File: src/rtl/exc_pkg.sv
package exc_pkg;
    typedef enum logic [1:0] {
        PICK_NONE = 2'd0,
        PICK_HW   = 2'd1,
        PICK_SWI  = 2'd2
    } pick_e;
endpackage

File: src/rtl/exc_pend_bank.sv
module exc_pend_bank #(
    parameter int NUM_HW = 4
) (
    input  logic              clk,
    input  logic              rst_n,
    input  logic [NUM_HW-1:0] req,
    input  logic [NUM_HW-1:0] clr,
    input  logic              snap_en,
    input  logic              snap_allow,
    input  logic              pre_drop,
    output logic [NUM_HW-1:0] pend,
    output logic [NUM_HW-1:0] pre
);
    typedef struct packed {
        logic [NUM_HW-1:0] pend;
        logic [NUM_HW-1:0] pre;
    } bank_t;

    bank_t st_d, st_q;

    always_comb begin
        st_d      = st_q;
        st_d.pend = (st_q.pend & ~clr) | req;
        st_d.pre  = st_q.pre & ~clr;
        if (pre_drop) begin
            st_d.pre = '0;
        end
        if (snap_en) begin
            st_d.pre = snap_allow ? (st_q.pend & ~clr) : '0;
        end
    end

    always_ff @(posedge clk) begin
        if (!rst_n) begin
            st_q <= '0;
        end else begin
            st_q <= st_d;
        end
    end

    assign pend = st_q.pend;
    assign pre  = st_q.pre;

    // a cleared flag without a fresh request is gone on the next cycle
    p_clear_sticks_r8: assert property (@(posedge clk) disable iff (!rst_n)
        ((clr & ~req) != '0) |=> ((st_q.pend & $past(clr & ~req)) == '0));

    // a request is pending one cycle later
    p_latch_r2: assert property (@(posedge clk) disable iff (!rst_n)
        (req != '0) |=> ((st_q.pend & $past(req)) == $past(req)));
endmodule

File: src/rtl/exc_prio_pick.sv
module exc_prio_pick #(
    parameter int NUM_HW = 4,
    localparam int IDX_W = (NUM_HW > 1) ? $clog2(NUM_HW) : 1
) (
    input  logic [NUM_HW-1:0] cand,
    output logic [NUM_HW-1:0] grant,
    output logic              any,
    output logic [IDX_W-1:0]  idx
);
    genvar g;
    generate
        for (g = 0; g < NUM_HW; g++) begin : g_lane
            if (g == 0) begin : g_top
                assign grant[g] = cand[g];
            end else begin : g_low
                assign grant[g] = cand[g] & ~(|cand[g-1:0]);
            end
        end
    endgenerate

    assign any = |cand;

    always_comb begin
        idx = '0;
        for (int k = 0; k < NUM_HW; k++) begin
            if (grant[k]) begin
                idx = idx | IDX_W'(k);
            end
        end
    end

    // at most one winner, and only among candidates
    always_comb begin
        p_grant_onehot_r5: assert ($onehot0(grant) && ((grant & ~cand) == '0));
    end
endmodule

File: src/rtl/exc_arbiter.sv
module exc_arbiter
    import exc_pkg::*;
#(
    parameter int                NUM_HW  = 4,
    parameter int                ADDR_W  = 16,
    parameter logic [ADDR_W-1:0] VEC_TOP = 16'h3FFC,
    localparam int IDX_W = (NUM_HW > 1) ? $clog2(NUM_HW) : 1
) (
    input  logic              clk,
    input  logic              rst_n,
    input  logic [NUM_HW-1:0] hw_req,
    input  logic              i_mask,
    input  logic              insn_done,
    input  logic              swi_fetch,
    output logic              take_exc,
    output logic [ADDR_W-1:0] vec_addr,
    output logic              set_imask
);
    typedef struct packed {
        logic              take;
        logic              seti;
        logic [ADDR_W-1:0] vec;
        logic              armed;
    } arb_t;

    arb_t              st_d, st_q;
    pick_e             pick;
    logic [NUM_HW-1:0] pend, pre, cand, grant, clr;
    logic              any;
    logic [IDX_W-1:0]  idx;

    exc_pend_bank #(.NUM_HW(NUM_HW)) u_bank (
        .clk        (clk),
        .rst_n      (rst_n),
        .req        (hw_req),
        .clr        (clr),
        .snap_en    (swi_fetch),
        .snap_allow (~i_mask),
        .pre_drop   (pick == PICK_SWI),
        .pend       (pend),
        .pre        (pre)
    );

    exc_prio_pick #(.NUM_HW(NUM_HW)) u_pick (
        .cand  (cand),
        .grant (grant),
        .any   (any),
        .idx   (idx)
    );

    always_comb begin
        cand = i_mask ? '0 : (st_q.armed ? (pend & pre) : pend);
        pick = PICK_NONE;
        if (insn_done) begin
            if (any) begin
                pick = PICK_HW;
            end else if (st_q.armed) begin
                pick = PICK_SWI;
            end
        end
        clr = (pick == PICK_HW) ? grant : '0;

        st_d       = st_q;
        st_d.take  = (pick != PICK_NONE);
        st_d.seti  = (pick != PICK_NONE);
        st_d.armed = swi_fetch | (st_q.armed & (pick != PICK_SWI));
        case (pick)
            PICK_SWI: st_d.vec = VEC_TOP;
            PICK_HW:  st_d.vec = VEC_TOP - ADDR_W'({idx, 1'b0}) - ADDR_W'(2);
            default:  st_d.vec = '0;
        endcase
    end

    always_ff @(posedge clk) begin
        if (!rst_n) begin
            st_q <= '0;
        end else begin
            st_q <= st_d;
        end
    end

    assign take_exc  = st_q.take;
    assign set_imask = st_q.seti;
    assign vec_addr  = st_q.vec;

    // decisions appear only one cycle after a boundary
    p_boundary_only_r3: assert property (@(posedge clk) disable iff (!rst_n)
        take_exc |-> $past(insn_done));

    // a hardware vector never follows a masked boundary
    p_hw_unmasked_r4: assert property (@(posedge clk) disable iff (!rst_n)
        (take_exc && vec_addr != VEC_TOP) |-> !$past(i_mask));

    // an armed request with the mask set is served at the boundary
    p_swi_served_r9: assert property (@(posedge clk) disable iff (!rst_n)
        (insn_done && i_mask && st_q.armed) |=> (take_exc && vec_addr == VEC_TOP));

    // nothing eligible means no take
    p_idle_r12: assert property (@(posedge clk) disable iff (!rst_n)
        (insn_done && !st_q.armed && (i_mask || pend == '0)) |=> !take_exc);

    // the mask command accompanies each take
    p_seti_r7: assert property (@(posedge clk) disable iff (!rst_n)
        $rose(take_exc) |-> $rose(set_imask));
endmodule

File: config.mk
export PLATFORM = sky130hd
export DESIGN_NAME = exc_arbiter
export DESIGN_NICKNAME = d
export VERILOG_FILES = /design/src/rtl/exc_pkg.sv /design/src/rtl/exc_pend_bank.sv /design/src/rtl/exc_prio_pick.sv /design/src/rtl/exc_arbiter.sv
export SDC_FILE = /design/constraint.sdc
export NUM_CORES = 1
export LEC_CHECK = 0
export ABC_AREA = 1
export CAP_MARGIN = 20
export CORE_MARGIN = 5
export CORE_UTILIZATION = 40
export CTS_BUF_LIST = sky130_fd_sc_hd__clkbuf_8
export CTS_CLUSTER_DIAMETER = 50
export CTS_CLUSTER_SIZE = 30
export DETAILED_ROUTE_END_ITERATION = 12
export PLACE_DENSITY = 0.76
export SETUP_SLACK_MARGIN = 0.4
export SKIP_LAST_GASP = 1
export SLEW_MARGIN = 20
export SYNTH_ARGS = -nofsm -noshare
export SYNTH_HDL_FRONTEND = slang
export SYNTH_SLANG_ARGS = --single-unit
File: constraint.sdc
create_clock -name clk -period 2.5 [get_ports clk]
set_clock_uncertainty 0.1 [all_clocks]
set_input_delay 0.5 -clock clk [delete_from_list [all_inputs] [get_ports clk]]
set_output_delay 0.5 -clock clk [all_outputs]
set_load 0.02 [all_outputs]
Word-level counts from Yosys, hierarchy flattened
Index checks and enable logic that the tools add are counted.
W data, S select, Z words.
- reduce and logical (&&, ||, !) cells: 4
- $add $sub $neg: 2
- bitwise gates (word level): 13
- muxes and demuxes: 13
- equal/unequal tests: 3
- operators with widths (operator ; count):
    $pmux W16 S2 ; 1
    $mux W4 ; 6
    $sub A15 B3 Y16 const B ; 1
    $sub A14 B3 Y15 const A ; 1
    $and A4 B4 Y4 ; 3
    $mux W2 ; 5
    $and A1 B1 Y1 ; 4
    $not A4 Y4 ; 1
    $or A4 B4 Y4 ; 1
    $reduce_or A4 Y1 ; 1
    $not A1 Y1 ; 3
    $reduce_or A3 Y1 ; 1
    $eq A2 B1 Y1 const B ; 1
    $eq A2 B2 Y1 const B ; 1
    $ne A2 B2 Y1 const B ; 1
    $reduce_bool A2 Y1 ; 1
    $reduce_or A2 Y1 ; 1
    $mux W1 ; 1
    $or A1 B1 Y1 ; 1
- output and inout port bits: 18
- word-level logic and storage cells: 40
- register bits after elaboration: 26
- bits of input ports: 9

Logic depth before layout (Yosys ltp)
Gate-level depths: netlist of the first run.
- word-level depth: 12
- gate-level depth with buffers: 14
- depth with buffers taken out: 14

Cells and area by module
From an unflattened synthesis of the first run, not the netlist that was laid out.
- cell total of the unflattened synthesis: 132
- area total of the unflattened synthesis: 904.6 um2
- by module, submodules not included (module ; area an instance (um2) ; seq. area each (um2) ; cells an instance ; times used):
    exc_arbiter ; 498.0 ; 140.1 ; 74 ; 1
    exc_pend_bank ; 334.1 ; 160.2 ; 44 ; 1
    exc_prio_pick ; 72.6 ; 0.0 ; 14 ; 1

Worst setup path after synthesis of the first run
No wires, ideal clock.
- path kind: input to register
- from: input port i_mask
- to: register st_q, in the netlist vec_addr[2]
- library setup time: 0.066 ns
- buffers on the path: 0
- arrival: 1.722 ns
- data required time: 2.334 ns
- cell stages on the path: 12
- setup slack: 0.612 ns
- cells stage by stage: inv_1 > nand2_1 > a21oi_1 > nor3_2 > inv_1 > nand2_1 > inv_1 > ha_1 > inv_1 > nor3_2 > nor2_1 > a21oi_2
- word-level cells in the longest chain between the ends: 9
- elaborated cells between the ends (all ways): 20
- classes of those cells: add/sub: 2; eq/ne: 2; mux: 7; bitwise: 6; reduce/logical: 3
- ends and longest elaborated chain (element ; line ; source):
    start: declaration ; exc_arbiter.sv:12 ; input logic i_mask,
    $mux W4 (*) ; exc_arbiter.sv:52 ; cand = i_mask ? '0 : (st_q.armed ? (pend & pre) : pend);
    $not A1 Y1 or $reduce_or A2 Y1 (tied branches) ; exc_prio_pick.sv:16 ; assign grant[g] = cand[g] & ~(|cand[g-1:0]);
    $and A1 B1 Y1 or $not A1 Y1 (tied branches) ; exc_prio_pick.sv:16 ;
    $mux W1 or $and A1 B1 Y1 (tied branches) ; exc_prio_pick.sv:26, exc_prio_pick.sv:16 ;
    $mux W2 (2 in series) ; exc_prio_pick.sv:26 ; if (grant[k]) begin
    $sub A14 B3 Y15 ; exc_arbiter.sv:69 ; PICK_HW: st_d.vec = VEC_TOP - ADDR_W'({idx, 1'b0}) - ADDR_W'(2);
    $sub A15 B3 Y16 ; exc_arbiter.sv:69 ;
    $pmux W16 S2 (*) ; exc_arbiter.sv:67 ; case (pick)
    end signal: assignment ; exc_arbiter.sv:78 ; st_q <= st_d;
    end: declaration ; exc_arbiter.sv:26 ; arb_t st_d, st_q;
Every way passes the cells marked *; elsewhere a longest branch is shown, timed or not.
A chain may end at the register's enable or synchronous reset.

==> results of run 1 <==
-- cell type report --
| cell class | count | area (sq um) | area share |
|---|---|---|---|
| multi-input combinational | 59 | 360 | 0.322 |
| timing repair buffer | 34 | 308 | 0.275 |
| sequential | 14 | 284 | 0.254 |
| inverter | 21 | 78.8 | 0.0704 |
| clock buffer | 4 | 55.1 | 0.0492 |
| tap | 27 | 33.8 | 0.0302 |
-- per-layer routing --
metal / vias to the layer above / part of all wire
met5: - / 0
met4: 0 / 0.042
met3: 6 / 0.082
met2: 29 / 0.47
met1: 325 / 0.40
li1: 362 / -
-- repair_timing --
item / CTS / global route
endpoints found under the setup margin: 13 / 12
pin swaps: 1 / 0
gates resized for setup: 1 / 12
-- cells by family (layout without fill, tap and decap cells) --
group	count (synthesis)	after routing	synth area share
AOI/OAI and AO/OA	15	15	0.112
adders and majority gates	3	3	0.0465
buffers and inverters	38	59	0.256
DFF	14	14	0.347
other	1	3	0.00465
and+or+nand+nor	38	38	0.234
-- placed cells by master, fill, tap and decap left out, types with 3 or more instances in the layout --
cell	n
o22ai_1	3
nand3_1	4
a21oi_1	6
clkdlybuf4s50_1	22
clkbuf_8	4
dfxtp_1	13
nor2_1	9
buf_4	11
nor3_4	3
nand2_1	15
conb_1	3
inv_1	20
-- cells in the mapped netlist (all sizes together) --
master	instances
nor3	3
nand3	6
buf	17
o211a	1
dfxtp	14
inv	21
a21oi	8
o22ai	3
nand2	18
o21ai	2
ha	3
a211oi	1
conb	1
and3	1
nor2	10
-- sequential cells by signal, summed over array words and instances, names as in the netlist --
name,cells
u_bank.pend,4
u_bank.pre,4
vec_addr,4
set_imask,1
st_q,1
-- worst paths after layout --
check | startpoint | end | slack (ns) | cells after the start
worst min register to register | u_bank.pend[3] | u_bank.pend[3] | 0.37 | 2
worst max register to register | st_q[0] | u_bank.pre[3] | 0.62 | 13
worst min-delay path | u_bank.pend[3] | u_bank.pend[3] | 0.37 | 2
worst max-delay path | vec_addr[4] | vec_addr[11] | 0.52 | 1
-- power groups by stage --
stage | logic, mW | registers (mW) | clock network, mW
after global placement | 0.148 | 0.249 | 0
final | 0.159 | 0.245 | 0.223
after detailed placement | 0.152 | 0.250 | 0
after global routing | 0.174 | 0.247 | 0.242
after CTS | 0.151 | 0.245 | 0.228
after floorplan | 0.100 | 0.249 | 0
==> out/results.ini, run 1 <==
[run_status]
status = complete, no violations

[cells_and_area]
layoutNonFillerInstCount = 159
fin_util = 0.577
stdcell_area_sq_um = 1120
fin_nets = 145
synthToLayoutAreaGrowth_pct = 38.8
n_fill_cell = 182
drive_above_1_share = 0.227
diodes = 0

[global_route]
grt_max_degree = 11
use_met1 = 0.154
grtUsageMet2 = 0.224
top_usage_layer = met2
grt_util_met3 = 0.0295
antenna_found_initial = 0
track_usage = 0.138
grt_pass1_wl_microns = 2930
grt_pass1_vias = 698
grt-ovfl-total = 0

[setup_path]
worstSetupPathType = flip-flop to output pin
crit_arrival_ns = 1.38
max_stage_delay_ns = 0.67
path_max_fanout = 10
crit_family = buffers and inverters
crit_path_top_delay_cell = clkdlybuf4s50_1
crit_path_start_kind = flip-flop
worst_setup_path_end_kind = output pin
crit_buf_inv = 1
crit_required_ns = 1.90
path_cells = clkdlybuf4s50_1

[timing]
min_period_over_period = 0.794
rsz0062_at_grt = no
period_needed_ns = 1.98
hold_viol_final = 0
setup_tns_ns = 0
fmaxAchievable_ghz = 0.504
setup_viol = 0
hold_slack_ns = 0.370
fin_ws_ns = 0.516
slew_viol_final = 0

[clock_network]
post_cts_buffers = 0
postCtsHoldBufs = 0
cts_sinks = 14
cts_buffer_depth = 2
cts_tree = built
htreeDepth = 1
numCtsBuffers = 3
clk_pin_slew_ns = 0.06
clk-insertion-delay-late_ns = 0.25
root_buffer = clkbuf_8

[die]
coreArea_sq_um = 1940
start_util = 0.416
die_h_microns = 54.9
die_w_microns = 54.9
dieArea_sq_um = 3020
rows = 16
pin_count = 27

[placed_design]
dpl.cell_count = 155
placed_cell_area_sq_um = 1030
portBuffers = 23
gp_congestion = 0.854
place_ws_ns = -0.0874
dpl.hpwl_microns = 1390

[route]
drc = 0
wl_per_cell_microns = 11.3
ant_nets = 0
vias_per_cell = 4.54
drt_pre_antenna_iters = 4
drt_iter0_markers = 11
vias = 722
drt_wl_total_microns = 1800

[logic_synthesis]
synthCells = 109
ys_seq_elements = 14
post_synth_num_cell_types = 20
syn_area_sq_um = 807
yosysWarnings = 0
syn_avg_cell_area_sq_um = 7.40
synth_top_area_cell = dfxtp_1
ys_seq_area_frac = 0.347
synth_top_area_share = 0.347
synthTopCellsByArea = dfxtp_1 35%, buf_4 16%, inv_1 9.8%

[pwr]
irDropWorstVdd_mv = 0.409
p_clk_frac = 0.355
p_int_mw = 0.449
combPwrFrac = 0.254
p_leak_nw = 0.526
p_sw_frac = 0.283
p_switching_mw = 0.178
total_power_mw = 0.627
power.share.sequential = 0.391
p_per_area_nw_per_um2 = 560

[hold_path]
min_path_type = flip-flop to flip-flop

[flow_run]
maxCapViolations = 0

No activity file was read; power rests on OpenSTA's default activity.
==> run 2, diff against run 1 <==
- PLACE_DENSITY: 0.76 -> 0.79
- clock period: 2.5 -> 1.7 ns (I/O delays scaled with it)
==> out/results.ini, run 2 (synthesized netlist as in run 1, its figures left out) <==
[run_status]
status = finished with violations  ; was complete, no violations
failed_checks = setup timing

[placed_design]
placed_cell_area_sq_um = 1040  ; was 1030 sq um
dpl.hpwl_microns = 1390  ; about the same
dpl.cell_count = 153  ; was 155
gp_congestion = 0.844  ; was 0.854
portBuffers = 23  ; unchanged

[cells_and_area]
diodes = 0  ; unchanged
drive_above_1_share = 0.549  ; was 0.227
synthToLayoutAreaGrowth_pct = 51.0  ; was 38.8%
mostFrequentLayoutCells = 13 x inv_1, 13 x buf_4, 12 x dfxtp_1, 9 x buf_2, 8 x nand2_1  ; was 22 x clkdlybuf4s50_1, 20 x inv_1, 15 x nand2_1, 13 x dfxtp_1, 11 x buf_4
stdcell_area_sq_um = 1220  ; was 1120 sq um
n_fill_cell = 180  ; was 182
fin_util = 0.628  ; was 0.577
layoutNonFillerInstCount = 160  ; was 159
fin_nets = 146  ; was 145

[route]
m1WireLength_microns = 863  ; was 724 microns
drt_pre_antenna_iters = 4  ; unchanged
wl_met3_microns = 139  ; was 148 microns
drt_wl_total_microns = 2020  ; was 1800 microns
vias_per_cell = 4.75  ; was 4.54
wl_per_cell_microns = 12.6  ; was 11.3 microns
dr_wl_met2_microns = 987  ; was 848 microns
vias = 760  ; was 722
routed.top_layer = met4  ; unchanged
drt_iter0_markers = 8  ; was 11
drc = 0  ; unchanged
ant_nets = 0  ; unchanged

[setup_path]
max_stage_delay_ns = 0.40  ; was 0.67 ns
crit_buf_inv = 4  ; was 1
critPathLaunch = st_q[0]  ; was vec_addr[4]
crit_family = simple AND/OR/NAND/NOR gates  ; was buffers and inverters
worst_setup_path_end_kind = flip-flop  ; was output pin
r2r-start = st_q[0]  ; unchanged
crit_required_ns = 1.74  ; was 1.90 ns
path_cells = inv_4 -> nor2_4 -> nor3_4 -> nor3_4 -> nand3_4 -> inv_2 -> ha_4 -> inv_2 -> nand2_4 -> inv_2 -> nand2_1 -> o21ai_1 -> and3_1  ; was clkdlybuf4s50_1
path_max_fanout = 5  ; was 10
r2r_slack_ns = -0.11  ; was 0.62 ns
r2r_cells = 13  ; unchanged
cp_common_cell = inv_2
worstSetupPathType = flip-flop to flip-flop  ; was flip-flop to output pin
r2r-end = u_bank.pre[3]  ; unchanged
crit_path_top_delay_cell = dfxtp_4  ; was clkdlybuf4s50_1
crit_arrival_ns = 1.85  ; was 1.38 ns
crit_path_start_kind = flip-flop  ; unchanged

[timing]
rsz0062_at_grt = yes  ; was no
hold_viol_final = 0  ; unchanged
fmaxAchievable_ghz = 0.553
setup_tns_ns = -0.491  ; was 0 ns
min_period_over_period = 1.06
fin_ws_ns = -0.110  ; was 0.516 ns
period_needed_ns = 1.81
slew_viol_final = 0  ; unchanged
setup_viol = 10  ; was 0

[global_route]
track_usage = 0.133  ; was 0.138
grt-ovfl-total = 0  ; unchanged
grt_max_degree = 11  ; unchanged
antenna_found_initial = 0  ; unchanged
grt_pass1_wl_microns = 2830  ; was 2930 microns
grt_pass1_vias = 667  ; was 698

[clock_network]
clk-insertion-delay-late_ns = 0.25  ; about the same
cts_sinks = 14  ; unchanged
clk_pin_slew_ns = 0.06  ; about the same
cts_tree = built  ; unchanged
numCtsBuffers = 3  ; unchanged
postCtsHoldBufs = 0  ; unchanged
cts_buffer_depth = 2  ; unchanged
htreeDepth = 1  ; unchanged
root_buffer = clkbuf_8  ; unchanged

[flow_run]
maxCapViolations = 0  ; unchanged

[die]
start_util = 0.416  ; unchanged
coreArea_sq_um = 1940  ; unchanged
dieArea_sq_um = 3020  ; unchanged
pin_count = 27  ; unchanged
rows = 16  ; unchanged
die_h_microns = 54.9  ; unchanged
die_w_microns = 54.9  ; unchanged

[hold_path]
hold_path_depth = 2  ; unchanged
min_path_type = flip-flop to flip-flop  ; unchanged
hold_path_end = u_bank.pend[3]  ; unchanged
hold_start = u_bank.pend[3]  ; unchanged

[pwr]
p_leak_nw = 0.572  ; was 0.526 nW
irDropWorstVdd_mv = 0.541  ; was 0.409 mV
p_per_area_nw_per_um2 = 750  ; was 560 nW/um^2

-- run 2: worst min-delay path, stage by stage (launching register included) --
cell	delay [ns]
dfxtp_1	0.30
nand2_1	0.06
a21oi_1	0.05
-- run 2: routing by layer --
metal | vias to the layer above | track usage
met5 | - | 0
met4 | 0 | 0.0607
met3 | 4 | 0.0402
met2 | 34 | 0.242
met1 | 351 | 0.138
li1 | 371 | -
-- run 2: repair_timing --
item,4_1_cts,5_1_grt
pin swaps,9,8
gates resized for setup,66,36
buffers inserted,2,1
gates cloned,0,0
endpoints found under the setup margin,29,27
-- run 2: how the worst max path moves through the flow --
stage	to	slack [ns]	cells past startpoint
6_report	u_bank.pre[3]	-0.11	13
5_1_grt	u_bank.pre[3]	-0.21	13
4_1_cts	u_bank.pre[3]	-0.04	13
3_5_place_dp	u_bank.pre[3]	-0.72	14
3_3_place_gp	u_bank.pre[3]	-0.68	14
2_1_floorplan	u_bank.pre[3]	0.01	13
-- run 2: power by group --
| part | switching [mW] | internal (mW) | leakage, nW |
|---|---|---|---|
| clock | 0.119 | 0.160 | 0.0269 |
| combinational | 0.161 | 0.113 | 0.429 |
| sequential | 0.0148 | 0.346 | 0.116 |
| total | 0.295 | 0.619 | 0.572 |
-- run 2: final cells by class --
class	count	area, sq um	share of cell area
multi-input combinational	59	498	0.409
sequential	14	288	0.236
timing repair buffer	35	268	0.220
inverter	21	86.3	0.0708
clock buffer	3	41.3	0.0339
tap	27	33.8	0.0277
clock inverter	1	3.75	0.00308
-- run 2: stage by stage --
step / worst slack, ns / hold slack [ns] / power [mW]
after floorplan: 0.0112 / 0.341 / 0.523
after global placement: -0.684 / 0.351 / 0.587
after CTS: -0.0435 / 0.363 / 0.870
final: -0.110 / 0.360 / 0.914
after detailed placement: -0.720 / 0.355 / 0.596
after global routing: -0.214 / 0.387 / 0.963
==> run 3, diff against run 2 <==
- CORE_UTILIZATION: 40 -> 27
- MAX_ROUTING_LAYER: not set -> met4
- PLACE_DENSITY: 0.79 -> 0.58
- SYNTH_HIERARCHICAL: not set -> 1
==> out/results.ini, run 3 <==
[logic_synthesis]
syn_area_sq_um = 905  ; was 807 sq um
synthFlopType = dfxtp_1  ; unchanged
synth_top_area_cell = dfxtp_1  ; unchanged
post_synth_num_cell_types = 19  ; was 20
synth_edf_count = 0  ; unchanged
yosysMostFrequentCell = inv_1  ; unchanged
syn_avg_cell_area_sq_um = 6.85  ; was 7.40 sq um
async_reset_ff_frac = 0  ; unchanged
yosysWarnings = 6  ; was 0
synthTopCellsByCount = 29 x inv_1, 20 x nor2_1, 19 x nand2_1  ; was 21 x inv_1, 17 x buf_4, 16 x nand2_1
synthCells = 132  ; was 109
synthTopCellsByArea = dfxtp_1 33%, buf_4 15%, inv_1 12%  ; was dfxtp_1 35%, buf_4 16%, inv_1 9.8%
synth_top_area_share = 0.332  ; was 0.347
ys_seq_elements = 15  ; was 14
ys_seq_area_frac = 0.332  ; was 0.347

[timing]
min_period_over_period = 1.01  ; was 1.06
hold_slack_ns = 0.398  ; was 0.360 ns
setup_viol = 2  ; was 10
slew_viol_final = 0  ; unchanged
fmaxAchievable_ghz = 0.582  ; was 0.553 GHz
rsz0062_at_grt = yes  ; unchanged
period_needed_ns = 1.72  ; was 1.81 ns
fin_ws_ns = -0.0183  ; was -0.110 ns
hold_viol_final = 0  ; unchanged

[setup_path]
crit_buf_inv = 3  ; was 4
cp_common_cell = nor2_4  ; was inv_2
path_max_fanout = 4  ; was 5
worstSetupPathType = flip-flop to flip-flop  ; unchanged
crit_arrival_ns = 1.79  ; was 1.85 ns
crit_path_top_delay_cell = dfxtp_2  ; was dfxtp_4
worst_setup_path_end_kind = flip-flop  ; unchanged
crit_required_ns = 1.78  ; was 1.74 ns
crit_path_start_kind = flip-flop  ; unchanged
crit_family = simple AND/OR/NAND/NOR gates  ; unchanged
path_cells = inv_4 -> o21ai_4 -> nor2_4 -> nor2_4 -> buf_4 -> nand2_4 -> nand3b_1 -> inv_2 -> nor2_4 -> nand3_2 -> a21oi_2  ; was inv_4 -> nor2_4 -> nor3_4 -> nor3_4 -> nand3_4 -> inv_2 -> ha_4 -> inv_2 -> nand2_4 -> inv_2 -> nand2_1 -> o21ai_1 -> and3_1
max_stage_delay_ns = 0.34  ; was 0.40 ns

[cells_and_area]
diodes = 0  ; unchanged
drive_above_1_share = 0.474  ; was 0.549
fin_nets = 166  ; was 146
layoutNonFillerInstCount = 200  ; was 160
final_common_cell = inv_1
stdcell_area_sq_um = 1320  ; was 1220 sq um
synthToLayoutAreaGrowth_pct = 45.4  ; was 51.0%
mostFrequentLayoutCells = 25 x inv_1, 15 x nand2_1, 13 x dfxtp_1, 12 x nor2_4, 11 x buf_2  ; was 13 x inv_1, 13 x buf_4, 12 x dfxtp_1, 9 x buf_2, 8 x nand2_1
largest_register_ffs = 5

[route]
vias = 797  ; was 760
drt_wl_total_microns = 1980  ; was 2020 microns
drt_iter0_markers = 8  ; unchanged
wl_per_cell_microns = 9.88  ; was 12.6 microns
drc = 0  ; unchanged
drt_pre_antenna_iters = 2  ; was 4
ant_nets = 0  ; unchanged
vias_per_cell = 3.99  ; was 4.75

[placed_design]
gp_congestion = 0.799  ; was 0.844
portBuffers = 23  ; unchanged
dpl.cell_count = 192  ; was 153
placed_cell_area_sq_um = 1170  ; was 1040 sq um
dpl.hpwl_microns = 1500  ; was 1390 microns
place_ws_ns = -0.433  ; was -0.720 ns

[die]
dieArea_sq_um = 4610  ; was 3020 sq um
start_util = 0.275  ; was 0.416
die_w_microns = 67.9  ; was 54.9 microns
coreArea_sq_um = 3280  ; was 1940 sq um
pin_count = 27  ; unchanged
rows = 21  ; was 16
die_h_microns = 67.9  ; was 54.9 microns

[clock_network]
htreeDepth = 1  ; unchanged
cts_buffer_depth = 2  ; unchanged
postCtsHoldBufs = 0  ; unchanged
cts_tree = built  ; unchanged
cts_sinks = 15  ; was 14
clk-insertion-delay-late_ns = 0.24  ; was 0.25 ns
clk_pin_slew_ns = 0.06  ; about the same
numCtsBuffers = 3  ; unchanged
root_buffer = clkbuf_8  ; unchanged

[flow_run]
maxCapViolations = 0  ; unchanged

[global_route]
grt_pass1_wl_microns = 2900  ; was 2830 microns
top_usage_layer = met2  ; unchanged
grt_util_met3 = 0.0328  ; was 0.0402
grt-ovfl-total = 0  ; unchanged
grtUsageMet2 = 0.154  ; was 0.242
grt_pass1_vias = 736  ; was 667
track_usage = 0.0838  ; was 0.133
use_met1 = 0.0875  ; was 0.138
grt_max_degree = 10  ; was 11
antenna_found_initial = 0  ; unchanged

[pwr]
p_clk_frac = 0.296  ; was 0.305
p_switching_mw = 0.304  ; was 0.295 mW
p_per_area_nw_per_um2 = 726  ; was 750 nW/um^2
combPwrFrac = 0.297  ; was 0.300
power.share.sequential = 0.407  ; was 0.395
p_int_mw = 0.651  ; was 0.619 mW
p_sw_frac = 0.319  ; was 0.323
p_leak_nw = 0.598  ; was 0.572 nW
irDropWorstVdd_mv = 0.496  ; was 0.541 mV

[run_status]
failed_checks = setup timing  ; unchanged
status = finished with violations  ; unchanged

[hold_path]
min_path_type = flip-flop to flip-flop  ; unchanged

run 3: cell families after synthesis:
| kind of cell | synth area share |
|---|---|
| simple gates | 0.284 |
| buf+inv | 0.278 |
| flops | 0.332 |
| compound gates | 0.0747 |
| fa+ha+maj | 0.0277 |
| other cells | 0.00415 |
run 3: final cells by class:
type	count	area [sq um]
clock inverters	1	5.00
multi-input cells	70	543
inverters	31	119
clock buffers	3	41.3
repair buffers	34	246
fillers	331	1970
flip-flops and latches	15	303
well taps	46	57.6
run 3: timing repair:
action,in CTS,in global routing
setup endpoints to repair,30,20
gates cloned,0,0
resized for setup,62,31
hold endpoints to repair,0,0
setup buffers,0,4
pin swaps,1,7
run 3: worst paths after layout:
check / from / endpoint / slack [ns] / cells after the start
setup reg to reg: st_q[0] / u_bank/pre[1] / -0.02 / 11
setup / recovery: st_q[0] / u_bank/pre[1] / -0.02 / 11
hold reg to reg: u_bank/pre[3] / u_bank/pre[3] / 0.40 / 2
hold / removal: u_bank/pre[3] / u_bank/pre[3] / 0.40 / 2
run 3: per-layer routing:
metal,wire length (microns),vias to the layer above,part of all wire
met4,0,0,0
li1,-,415,-
met1,846,356,0.43
met5,0,-,0
met2,967,26,0.49
met3,162,0,0.082
run 3: worst register-to-register path, cell delays in order (launching register included):
cell	delay, ns
dfxtp_2	0.34
inv_4	0.09
o21ai_4	0.07
nor2_4	0.17
nor2_4	0.06
buf_4	0.14
nand2_4	0.08
nand3b_1	0.15
inv_2	0.06
nor2_4	0.15
nand3_2	0.10
a21oi_2	0.15
run 3: power groups by stage:
stage               clock [mW]  combinational (mW)  sequential (mW)
finish                   0.282               0.284            0.389
global route             0.313               0.310            0.392
detailed placement           0               0.255            0.393
CTS                      0.292               0.251            0.387
floorplan                    0               0.183            0.394
global placement             0               0.251            0.393
run 3: stage by stage:
step	TNS, ns	power, mW	util
floorplan	0	0.576	-
finish	-0.0294	0.955	0.400
global placement	-3.75	0.643	0.357
global route	-0.505	1.01	0.400
detailed placement	-4.69	0.649	0.357
CTS	-0.00366	0.929	0.370
